## src/rtl/vidreg_pkg.sv

```systemverilog
`timescale 1ns/1ps
package vidreg_pkg;
  localparam int ADDR_W  = 3;
  localparam int DATA_W  = 32;
  localparam int DELAY_W = 20;
  localparam int STEP_W  = 6;
  localparam int VID_W   = 6;
  localparam int TEMP_W  = 10;
  localparam int GRADE_W = 2;

  typedef enum logic [ADDR_W-1:0] {
    RA_CTRL0  = 3'd0,
    RA_CTRL1  = 3'd1,
    RA_CTRL2  = 3'd2,
    RA_FUSELO = 3'd3,
    RA_FUSEHI = 3'd4,
    RA_STAT   = 3'd5
  } reg_addr_e;

  // word 0
  localparam int C0_START = 0;
  localparam int C0_SENSE = 1;
  // word 1
  localparam int C1_DYN      = 0;
  localparam int C1_DLY_LSB  = 1;
  localparam int C1_STEP_LSB = C1_DLY_LSB + DELAY_W;
  // word 2
  localparam int C2_GRADE_LSB = 1;
  localparam int C2_POLICY    = C2_GRADE_LSB + GRADE_W;
  localparam int C2_DEF_LSB   = C2_POLICY + 1;
  localparam int C2_LIVE_LSB  = C2_DEF_LSB + VID_W;
  localparam int C2_DEV       = C2_LIVE_LSB + VID_W;
  // word 3
  localparam int F_ADAPT  = 4;
  localparam int F_G3_LSB = 8;
  localparam int F_G2_LSB = 16;
  localparam int F_G1_LSB = 24;
  localparam int F_VALID  = 30;
  // word 5
  localparam int S_TEMP_LSB  = 0;
  localparam int S_VID_LSB   = S_TEMP_LSB + TEMP_W;
  localparam int S_TVALID    = S_VID_LSB + VID_W;
  localparam int S_UTEMP_LSB = S_TVALID + 1;
  localparam int S_ACTIVE    = S_UTEMP_LSB + TEMP_W;
endpackage

```

## src/rtl/vidreg_ctrl.sv

```systemverilog
`timescale 1ns/1ps
module vidreg_ctrl
  import vidreg_pkg::*;
#(
  parameter int          DW        = DATA_W,
  parameter int          AW        = ADDR_W,
  parameter int          DLY_W     = DELAY_W,
  parameter int          STP_W     = STEP_W,
  parameter logic        START_RST = 1'b0,
  parameter logic        SENSE_RST = 1'b1,
  parameter int unsigned STEP_RST  = 2
) (
  input  logic             clk,
  input  logic             rst,
  input  logic             wr,
  input  logic [AW-1:0]    addr,
  input  logic [DW-1:0]    wdata,
  output logic             op_start,
  output logic             sense_en,
  output logic             dyn_en,
  output logic [DLY_W-1:0] delay,
  output logic [STP_W-1:0] step,
  output logic             dev_ok
);
  localparam int STP_LSB = C1_DLY_LSB + DLY_W;

  logic unused_wdata;
  assign unused_wdata = ^wdata;

  always_ff @(posedge clk) begin
    if (rst) begin
      op_start <= START_RST;
      sense_en <= SENSE_RST;
      dyn_en   <= 1'b0;
      delay    <= '0;
      step     <= STP_W'(STEP_RST);
      dev_ok   <= 1'b0;
    end else if (wr) begin
      case (addr)
        RA_CTRL0: begin
          op_start <= wdata[C0_START];
          sense_en <= wdata[C0_SENSE];
        end
        RA_CTRL1: begin
          dyn_en <= wdata[C1_DYN];
          delay  <= wdata[C1_DLY_LSB +: DLY_W];
          step   <= wdata[STP_LSB +: STP_W];
        end
        RA_CTRL2: dev_ok <= wdata[C2_DEV];
        default: ;
      endcase
    end
  end

  a_r12_hold_no_write: assert property (@(posedge clk) disable iff (rst)
    !wr |=> $stable({op_start, sense_en, dyn_en, delay, step, dev_ok}));

  a_r12_word0_store: assert property (@(posedge clk) disable iff (rst)
    (wr && addr == RA_CTRL0) |=> (op_start == $past(wdata[C0_START]) &&
                                  sense_en == $past(wdata[C0_SENSE])));
endmodule

```

## src/rtl/vidreg_rdmux.sv

```systemverilog
`timescale 1ns/1ps
module vidreg_rdmux
  import vidreg_pkg::*;
#(
  parameter int DW    = DATA_W,
  parameter int AW    = ADDR_W,
  parameter int DLY_W = DELAY_W,
  parameter int STP_W = STEP_W,
  parameter int V_W   = VID_W,
  parameter int T_W   = TEMP_W,
  parameter int G_W   = GRADE_W
) (
  input  logic             clk,
  input  logic             rst,
  input  logic             rd,
  input  logic [AW-1:0]    addr,
  output logic [DW-1:0]    rdata,
  input  logic             op_start,
  input  logic             sense_en,
  input  logic             dyn_en,
  input  logic [DLY_W-1:0] delay,
  input  logic [STP_W-1:0] step,
  input  logic             dev_ok,
  input  logic             fuse_valid,
  input  logic             fuse_adapt_ok,
  input  logic [V_W-1:0]   fuse_vid_g1,
  input  logic [V_W-1:0]   fuse_vid_g2,
  input  logic [V_W-1:0]   fuse_vid_g3,
  input  logic [G_W-1:0]   grade_code,
  input  logic [V_W-1:0]   default_vid,
  input  logic             policy_adapt,
  input  logic [V_W-1:0]   live_vid,
  input  logic [T_W-1:0]   temp_code_in,
  input  logic             temp_valid_in,
  input  logic [V_W-1:0]   adapt_vid_in,
  input  logic [T_W-1:0]   adapt_temp_in,
  input  logic             adapt_active_in
);
  localparam int STP_LSB = C1_DLY_LSB + DLY_W;

  logic [DW-1:0] w_ctrl0, w_ctrl1, w_ctrl2, w_fuse, w_stat, sel;

  always_comb begin
    w_ctrl0 = '0;
    w_ctrl0[C0_START] = op_start;
    w_ctrl0[C0_SENSE] = sense_en;

    w_ctrl1 = '0;
    w_ctrl1[C1_DYN] = dyn_en;
    w_ctrl1[C1_DLY_LSB +: DLY_W] = delay;
    w_ctrl1[STP_LSB +: STP_W] = step;

    w_ctrl2 = '0;
    w_ctrl2[C2_GRADE_LSB +: G_W] = grade_code;
    w_ctrl2[C2_POLICY] = policy_adapt;
    w_ctrl2[C2_DEF_LSB +: V_W] = default_vid;
    w_ctrl2[C2_LIVE_LSB +: V_W] = live_vid;
    w_ctrl2[C2_DEV] = dev_ok;

    w_fuse = '0;
    w_fuse[F_ADAPT] = fuse_adapt_ok;
    w_fuse[F_G3_LSB +: V_W] = fuse_vid_g3;
    w_fuse[F_G2_LSB +: V_W] = fuse_vid_g2;
    w_fuse[F_G1_LSB +: V_W] = fuse_vid_g1;
    w_fuse[F_VALID] = fuse_valid;

    w_stat = '0;
    w_stat[S_TEMP_LSB +: T_W] = sense_en ? temp_code_in : '0;
    w_stat[S_VID_LSB +: V_W] = adapt_active_in ? adapt_vid_in : '0;
    w_stat[S_TVALID] = sense_en & temp_valid_in;
    w_stat[S_UTEMP_LSB +: T_W] = adapt_temp_in;
    w_stat[S_ACTIVE] = adapt_active_in;
  end

  always_comb begin
    case (addr)
      RA_CTRL0:  sel = w_ctrl0;
      RA_CTRL1:  sel = w_ctrl1;
      RA_CTRL2:  sel = w_ctrl2;
      RA_FUSELO: sel = w_fuse;
      RA_STAT:   sel = w_stat;
      default:   sel = '0;
    endcase
  end

  always_ff @(posedge clk) begin
    if (rst)     rdata <= '0;
    else if (rd) rdata <= sel;
  end

  a_r2_hold_no_read: assert property (@(posedge clk) disable iff (rst)
    !rd |=> $stable(rdata));

  a_r8_unmapped_zero: assert property (@(posedge clk) disable iff (rst)
    (rd && (addr == RA_FUSEHI || addr > RA_STAT)) |=> rdata == '0);

  a_r9_sense_mask: assert property (@(posedge clk) disable iff (rst)
    (rd && addr == RA_STAT && !sense_en) |=>
      (rdata[S_TEMP_LSB +: T_W] == '0 && !rdata[S_TVALID]));

  a_r10_vid_mask: assert property (@(posedge clk) disable iff (rst)
    (rd && addr == RA_STAT && !adapt_active_in) |=> rdata[S_VID_LSB +: V_W] == '0);
endmodule

```

## src/rtl/vidreg_adapt.sv

```systemverilog
`timescale 1ns/1ps
module vidreg_adapt #(
  parameter int N_TERMS = 4
) (
  input  logic               clk,
  input  logic               rst,
  input  logic [N_TERMS-1:0] terms,
  output logic               en
);
  always_ff @(posedge clk) begin
    if (rst) en <= 1'b0;
    else     en <= &terms;
  end

  a_r11_rise: assert property (@(posedge clk) disable iff (rst)
    (&terms) |=> en);
  a_r11_fall: assert property (@(posedge clk) disable iff (rst)
    !(&terms) |=> !en);
endmodule

```

## src/rtl/vidreg_csr.sv

```systemverilog
`timescale 1ns/1ps
module vidreg_csr
  import vidreg_pkg::*;
#(
  parameter logic        START_RST = 1'b0,
  parameter int unsigned STEP_RST  = 2
) (
  input  logic                clk,
  input  logic                rst,
  input  logic [ADDR_W-1:0]   bus_addr,
  input  logic                bus_read,
  input  logic                bus_write,
  input  logic [DATA_W-1:0]   bus_wdata,
  output logic [DATA_W-1:0]   bus_rdata,
  input  logic                fuse_valid,
  input  logic                fuse_adapt_ok,
  input  logic [VID_W-1:0]    fuse_vid_g1,
  input  logic [VID_W-1:0]    fuse_vid_g2,
  input  logic [VID_W-1:0]    fuse_vid_g3,
  input  logic [GRADE_W-1:0]  grade_code,
  input  logic [VID_W-1:0]    default_vid,
  input  logic                policy_adapt,
  input  logic [VID_W-1:0]    live_vid,
  input  logic [TEMP_W-1:0]   temp_code_in,
  input  logic                temp_valid_in,
  input  logic [VID_W-1:0]    adapt_vid_in,
  input  logic [TEMP_W-1:0]   adapt_temp_in,
  input  logic                adapt_active_in,
  output logic                op_start,
  output logic                sense_en,
  output logic                dyn_adapt_en,
  output logic [DELAY_W-1:0]  comp_delay,
  output logic [STEP_W-1:0]   vid_step,
  output logic                dev_adapt_ok,
  output logic                adapt_en
);
  localparam int N_PERMIT = 4;

  vidreg_ctrl #(
    .DW(DATA_W), .AW(ADDR_W), .DLY_W(DELAY_W), .STP_W(STEP_W),
    .START_RST(START_RST), .SENSE_RST(1'b1), .STEP_RST(STEP_RST)
  ) u_ctrl (
    .clk(clk), .rst(rst), .wr(bus_write), .addr(bus_addr), .wdata(bus_wdata),
    .op_start(op_start), .sense_en(sense_en), .dyn_en(dyn_adapt_en),
    .delay(comp_delay), .step(vid_step), .dev_ok(dev_adapt_ok)
  );

  vidreg_rdmux #(
    .DW(DATA_W), .AW(ADDR_W), .DLY_W(DELAY_W), .STP_W(STEP_W),
    .V_W(VID_W), .T_W(TEMP_W), .G_W(GRADE_W)
  ) u_rdmux (
    .clk(clk), .rst(rst), .rd(bus_read), .addr(bus_addr), .rdata(bus_rdata),
    .op_start(op_start), .sense_en(sense_en), .dyn_en(dyn_adapt_en),
    .delay(comp_delay), .step(vid_step), .dev_ok(dev_adapt_ok),
    .fuse_valid(fuse_valid), .fuse_adapt_ok(fuse_adapt_ok),
    .fuse_vid_g1(fuse_vid_g1), .fuse_vid_g2(fuse_vid_g2), .fuse_vid_g3(fuse_vid_g3),
    .grade_code(grade_code), .default_vid(default_vid), .policy_adapt(policy_adapt),
    .live_vid(live_vid), .temp_code_in(temp_code_in), .temp_valid_in(temp_valid_in),
    .adapt_vid_in(adapt_vid_in), .adapt_temp_in(adapt_temp_in),
    .adapt_active_in(adapt_active_in)
  );

  vidreg_adapt #(.N_TERMS(N_PERMIT)) u_adapt (
    .clk(clk), .rst(rst),
    .terms({dyn_adapt_en, policy_adapt, dev_adapt_ok, fuse_adapt_ok}),
    .en(adapt_en)
  );
endmodule

```

## config.mk

```make
export PLATFORM = sky130hd
export DESIGN_NAME = vidreg_csr
export DESIGN_NICKNAME = d
export VERILOG_FILES = /design/src/rtl/vidreg_pkg.sv /design/src/rtl/vidreg_ctrl.sv /design/src/rtl/vidreg_rdmux.sv /design/src/rtl/vidreg_adapt.sv /design/src/rtl/vidreg_csr.sv
export SDC_FILE = /design/constraint.sdc
export NUM_CORES = 1
export LEC_CHECK = 0
export BUFFER_PORTS_ARGS = -buffer_cell sky130_fd_sc_hd__buf_2
export CAP_MARGIN = 30
export CORE_AREA = 5 5 66 113
export CTS_CLUSTER_SIZE = 14
export DETAILED_ROUTE_END_ITERATION = 8
export DIE_AREA = 0 0 71 118
export PLACE_DENSITY = 0.91
export RECOVER_POWER = 25
export SLEW_MARGIN = 20
export SYNTH_ARGS = -nofsm -noshare
export SYNTH_HDL_FRONTEND = slang
export SYNTH_SLANG_ARGS = --single-unit
```

## constraint.sdc

```tcl
create_clock -name clk -period 3 [get_ports clk]
set_clock_uncertainty 0.2 [all_clocks]
set_input_delay 0.6 -clock clk [delete_from_list [all_inputs] [get_ports clk]]
set_output_delay 0.6 -clock clk [all_outputs]
set_load 0.005 [all_outputs]
```

=== Yosys cells after proc, flatten, opt, wreduce, memory -nomap -nowiden ===
Index checks and enable logic that the tools add are counted.

* Reduce and logical (&&, ||, !) cells: 5
* Muxes and demuxes: 3
* Bitwise logic cells: 1
* Equality and inequality tests: 4

{| class="wikitable"
|+ Operators with widths
! cell !! number
|-
| case mux 31 bit (5 select lines) || 1
|-
| two-way mux 10 bit || 1
|-
| equality test 3 x 2 -> 1 bit, second input constant || 2
|-
| two-way mux 6 bit || 1
|-
| AND reduction 2 bit || 3
|-
| AND reduction 4 bit || 1
|-
| equality test 3 x 1 -> 1 bit, second input constant || 1
|-
| equality test 3 bit, second input constant || 1
|-
| logical NOT 3 bit || 1
|-
| AND 1 bit || 1
|}

* Bits in registers: 63
* Word-level logic and storage cells: 21

=== Logic depth before layout (Yosys ltp) ===
* Depth after elaboration: 2
* Mapped depth: 6

=== Cells and area by module ===
Synthesis repeated with hierarchy kept, for this count alone.

* Cell total of the unflattened synthesis: 340
* Area total of the unflattened synthesis: 3131.8 um2

{| class="wikitable"
|+ Modules (own cells, without submodules)
! module !! instances !! sequential area each (um2) !! area each (um2) !! cells each
|-
| vidreg_rdmux || 1 || 620.6 || 1739.2 || 206
|-
| vidreg_ctrl || 1 || 600.6 || 1356.3 || 131
|-
| vidreg_adapt || 1 || 20.0 || 36.3 || 3
|}

=== Worst setup path after synthesis ===
No wires, ideal clock.

* Path kind: input to register
* From: in bus_addr[2]
* To: reg u_rdmux.rdata[22]
* Setup time: 0.132 ns
* Arrival: 1.481 ns
* Path buffers: 2
* Path slack: 1.187 ns
* Data required time: 2.668 ns
* Cell stages on the path: 5
* Cell sequence: buf_2 > buf_2 > mux2_2 > nand3_1 > a21oi_1

* Word-level cells in the longest chain between the ends: 2
* Elaborated cells between the ends (all ways): 6
* Those cells by class: 4 x eq/ne; 1 x mux; 1 x reduce/logical

{| class="wikitable"
|+ RTL lines
! what !! line !! source
|-
| from (decl) || vidreg_csr.sv:10 || <nowiki>input logic [ADDR_W-1:0] bus_addr,</nowiki>
|-
| equality test 3 bit, or another cell as far along || vidreg_rdmux.sv:76 || <nowiki>case (addr)</nowiki>
|-
| case mux 31 bit (5 select lines) (*) || vidreg_rdmux.sv:76 ||
|-
| to (signal assigned) || vidreg_rdmux.sv:88 || <nowiki>else if (rd) rdata <= sel;</nowiki>
|-
| to (decl) || vidreg_rdmux.sv:17 || <nowiki>output logic [DW-1:0] rdata,</nowiki>
|}

Every way passes the cells marked *; elsewhere a longest branch is shown, timed or not.
A chain may end at the register's enable or synchronous reset.

==> impl_metrics.py <==
metrics = {
    "clock_network": {
        "cts_made_buffers": 9,
        "cts_tree": "yes",
        "root_buffer": "clkbuf_16",
        "post_cts_buffers": 0,
        "cts_hold_buf": 0,
        "worstSkewPairLatency_ps": 330,
        "cts_htree_levels": 3,
        "cts_buffer_depth": 2,
        "cts_resized": 0,
        "clkTransAtPathRegs_ps": 50,
        "cts_sinks": 62,
    },
    "logic_synthesis": {
        "synth_edf_count": 0,
        "async_reset_ff_share_pct": 0,
        "synth_area_leader_cell": "dfxtp_1",
        "yosysSeqAreaShare_pct": 41.2,
        "synth_fp_nets": 434,
        "ys_ff_latch": 62,
        "syn-instance-count": 332,
        "syn_area_per_cell_sq_um": 9.06,
        "yosysWarnings": 0,
        "synth_top_area_share_pct": 41.2,
        "synth_flop_cell": "dfxtp_1",
        "netlist_area_sq_um": 3010,
        "synth_cell_types": 40,
        "yosys-top-cells-area": "dfxtp_1 41%, nand2_1 7.9%, a21oi_1 7.5%",
        "post-synth-top-count-cell": "nand2_1",
        "synth_commonest_cells": "63 x nand2_1, 62 x dfxtp_1, 45 x a21oi_1",
    },
    "sta": {
        "tightestPinTransition_ps": 1040,
        "fmax_mhz": 448,
        "hold_viol": 0,
        "rsz0062_at_grt": "false",
        "fin_ws_ps": 769,
        "drv_slew": 0,
        "fin_crit_sh_pct": 74.4,
        "setup_viol": 0,
        "fin_crit_ps": 2230,
        "maxSlewHeadroom_pct": 30.7,
        "setup_tns_ps": 0,
        "hold_ws_ps": 257,
    },
    "floorplanning": {
        "fp.dieArea_sq_um": 8380,
        "placeableCoreArea_sq_um": 6440,
        "die_h_um": 118,
        "die_width_um": 71,
        "rows": 39,
        "io_pins": 165,
        "start_util_pct": 46.7,
    },
    "detailed_routing": {
        "final_antenna_net_count": 0,
        "drc_errors": 0,
        "drt-met1-wl_um": 3320,
        "highest_layer": "met4",
        "drtIter0Drc": 129,
        "wl_per_cell_um": 18.0,
        "routed_wl_um": 10200,
        "wl_met2_um": 5610,
        "wl_met3_um": 746,
        "viasPerCell": 5.53,
        "firstDrtPassIters": 4,
        "vias": 3137,
    },
    "cells_and_area": {
        "syn_to_final_growth_pct": 38.3,
        "num_antenna_cells": 0,
        "num-nets-final": 582,
        "drive_above_1_share_pct": 39.2,
        "stdcell_count": 567,
        "fill_cells": 563,
    },
    "placement": {
        "gp_congestion": 0.810,
        "dp_cells": 551,
        "port_buffers": 158,
        "pre_cts_slack_ps": 670,
        "dp_hpwl_um": 7780,
    },
    "power": {
        "finalPower_uw": 2300,
        "ir_worst_vdd_mv": 0.623,
        "power_density_nw_per_um2": 552,
        "leakage_uw": 0.00185,
    },
    "setup_path": {
        "cp.arrival_ps": 2250,
        "reg2reg_depth": 3,
        "r2r_end": "u_rdmux.rdata[9]",
        "worstSetupPathType": "input port to register",
        "reg2reg_from": "u_ctrl.sense_en",
        "cp_max_fo": 30,
        "end_kind": "register",
        "critPathLaunchType": "input port",
        "regToRegSetupSlack_ps": 1430,
        "cp.required_ps": 3010,
    },
    "global_route": {
        "grt.total_usage_pct": 25.0,
        "grt_pass1_wl_um": 16400,
        "grt_pass1_vias": 3365,
        "grt_max_degree": 34,
        "grt.overflow.total": 0,
        "antenna_found_initial": 0,
    },
    "job": {
        "cap_violations": 0,
    },
    "min_path": {
        "holdPathStages": 2,
        "hold_start": "u_rdmux.rdata[30]",
        "min_to": "u_rdmux.rdata[30]",
        "hold_path_class": "register to register",
    },
    "run_status": {
        "status": "finished clean",
    },
}
-- final cells by class --
| type | count | area [sq um] | share of cell area, % |
|---|---|---|---|
| repair buffers | 166 | 837 | 20.1 |
| flip-flops and latches | 62 | 1240 | 29.8 |
| well taps | 82 | 103 | 2.47 |
| clock buffers | 14 | 294 | 7.07 |
| multi-input cells | 239 | 1620 | 38.9 |
| clock inverters | 2 | 60.1 | 1.44 |
| inverters | 2 | 7.51 | 0.180 |
-- per-layer routing --
layer	up-vias	GRT usage, %
met5	-	0
met4	0	16.1
met3	41	6.07
met2	149	44.6
met1	1453	24.8
li1	1494	-
-- worst max-delay path by stage --
| stage | from | to | cells past startpoint |
|---|---|---|---|
| detailed placement | bus_addr[2] | u_rdmux.rdata[26] | 5 |
| global route | rst | u_rdmux.rdata[27] | 4 |
| finish | rst | u_rdmux.rdata[18] | 4 |
| CTS | bus_addr[2] | u_rdmux.rdata[17] | 5 |
| global placement | bus_addr[2] | u_rdmux.rdata[26] | 5 |
| floorplan | bus_addr[2] | u_rdmux.rdata[22] | 5 |
-- where the power goes --
group | total [uW] | leakage (uW) | switching [uW] | internal (uW)
registers | 857 | 0.000502 | 13.3 | 844
logic | 246 | 0.00117 | 132 | 114
clock network | 1190 | 0.000175 | 352 | 840
total | 2300 | 0.00185 | 498 | 1800
-- cells by family (layout without fill, tap and decap cells) --
family,Yosys count,in the layout,synth area share [%]
other cells,1,1,0.125
simple gates,115,115,19.9
flops,62,62,41.2
mux,21,21,7.15
buf+inv,31,184,5.49
compound gates,102,102,26.1
-- state kept, by name, summed over array words and instances, names as in the netlist --
signal and cells:
u_ctrl.dev_ok 1, u_ctrl.delay 20, u_adapt.en 1, u_rdmux.rdata 31
u_ctrl.step 6, u_ctrl.sense_en 1, u_ctrl.dyn_en 1, u_ctrl.op_start 1
-- critical path, cell delays in order --
cell and delay, ps:
clkbuf_1 750, buf_4 510, a211oi_4 130, a22o_1 240
-- per-stage QoR --
stage | util, % | area (sq um)
floorplan | - | 3010
global placement | 59.3 | 3820
detailed placement | 59.3 | 3820
CTS | 64.8 | 4170
global route | 64.6 | 4160
finish | 64.6 | 4160
-- cells in the final DEF (no fill, tap or decap), types with 5 or more instances in the layout --
cell | Yosys | layout
buf_2 | 18 | 147
nand2_1 | 63 | 63
dfxtp_1 | 62 | 62
a21oi_1 | 45 | 45
mux2i_1 | 17 | 17
nand2b_1 | 15 | 15
clkbuf_1 | 5 | 11
o2bb2ai_1 | 9 | 9
a22o_1 | 9 | 9
nand3_1 | 9 | 9
clkbuf_16 | 0 | 9
a21boi_0 | 8 | 8
a211o_1 | 8 | 8
buf_4 | 3 | 8
a221o_1 | 7 | 7
a221oi_2 | 7 | 7
nor2_1 | 6 | 6
clkbuf_8 | 0 | 5
Power figures use the tool's default switching activity.
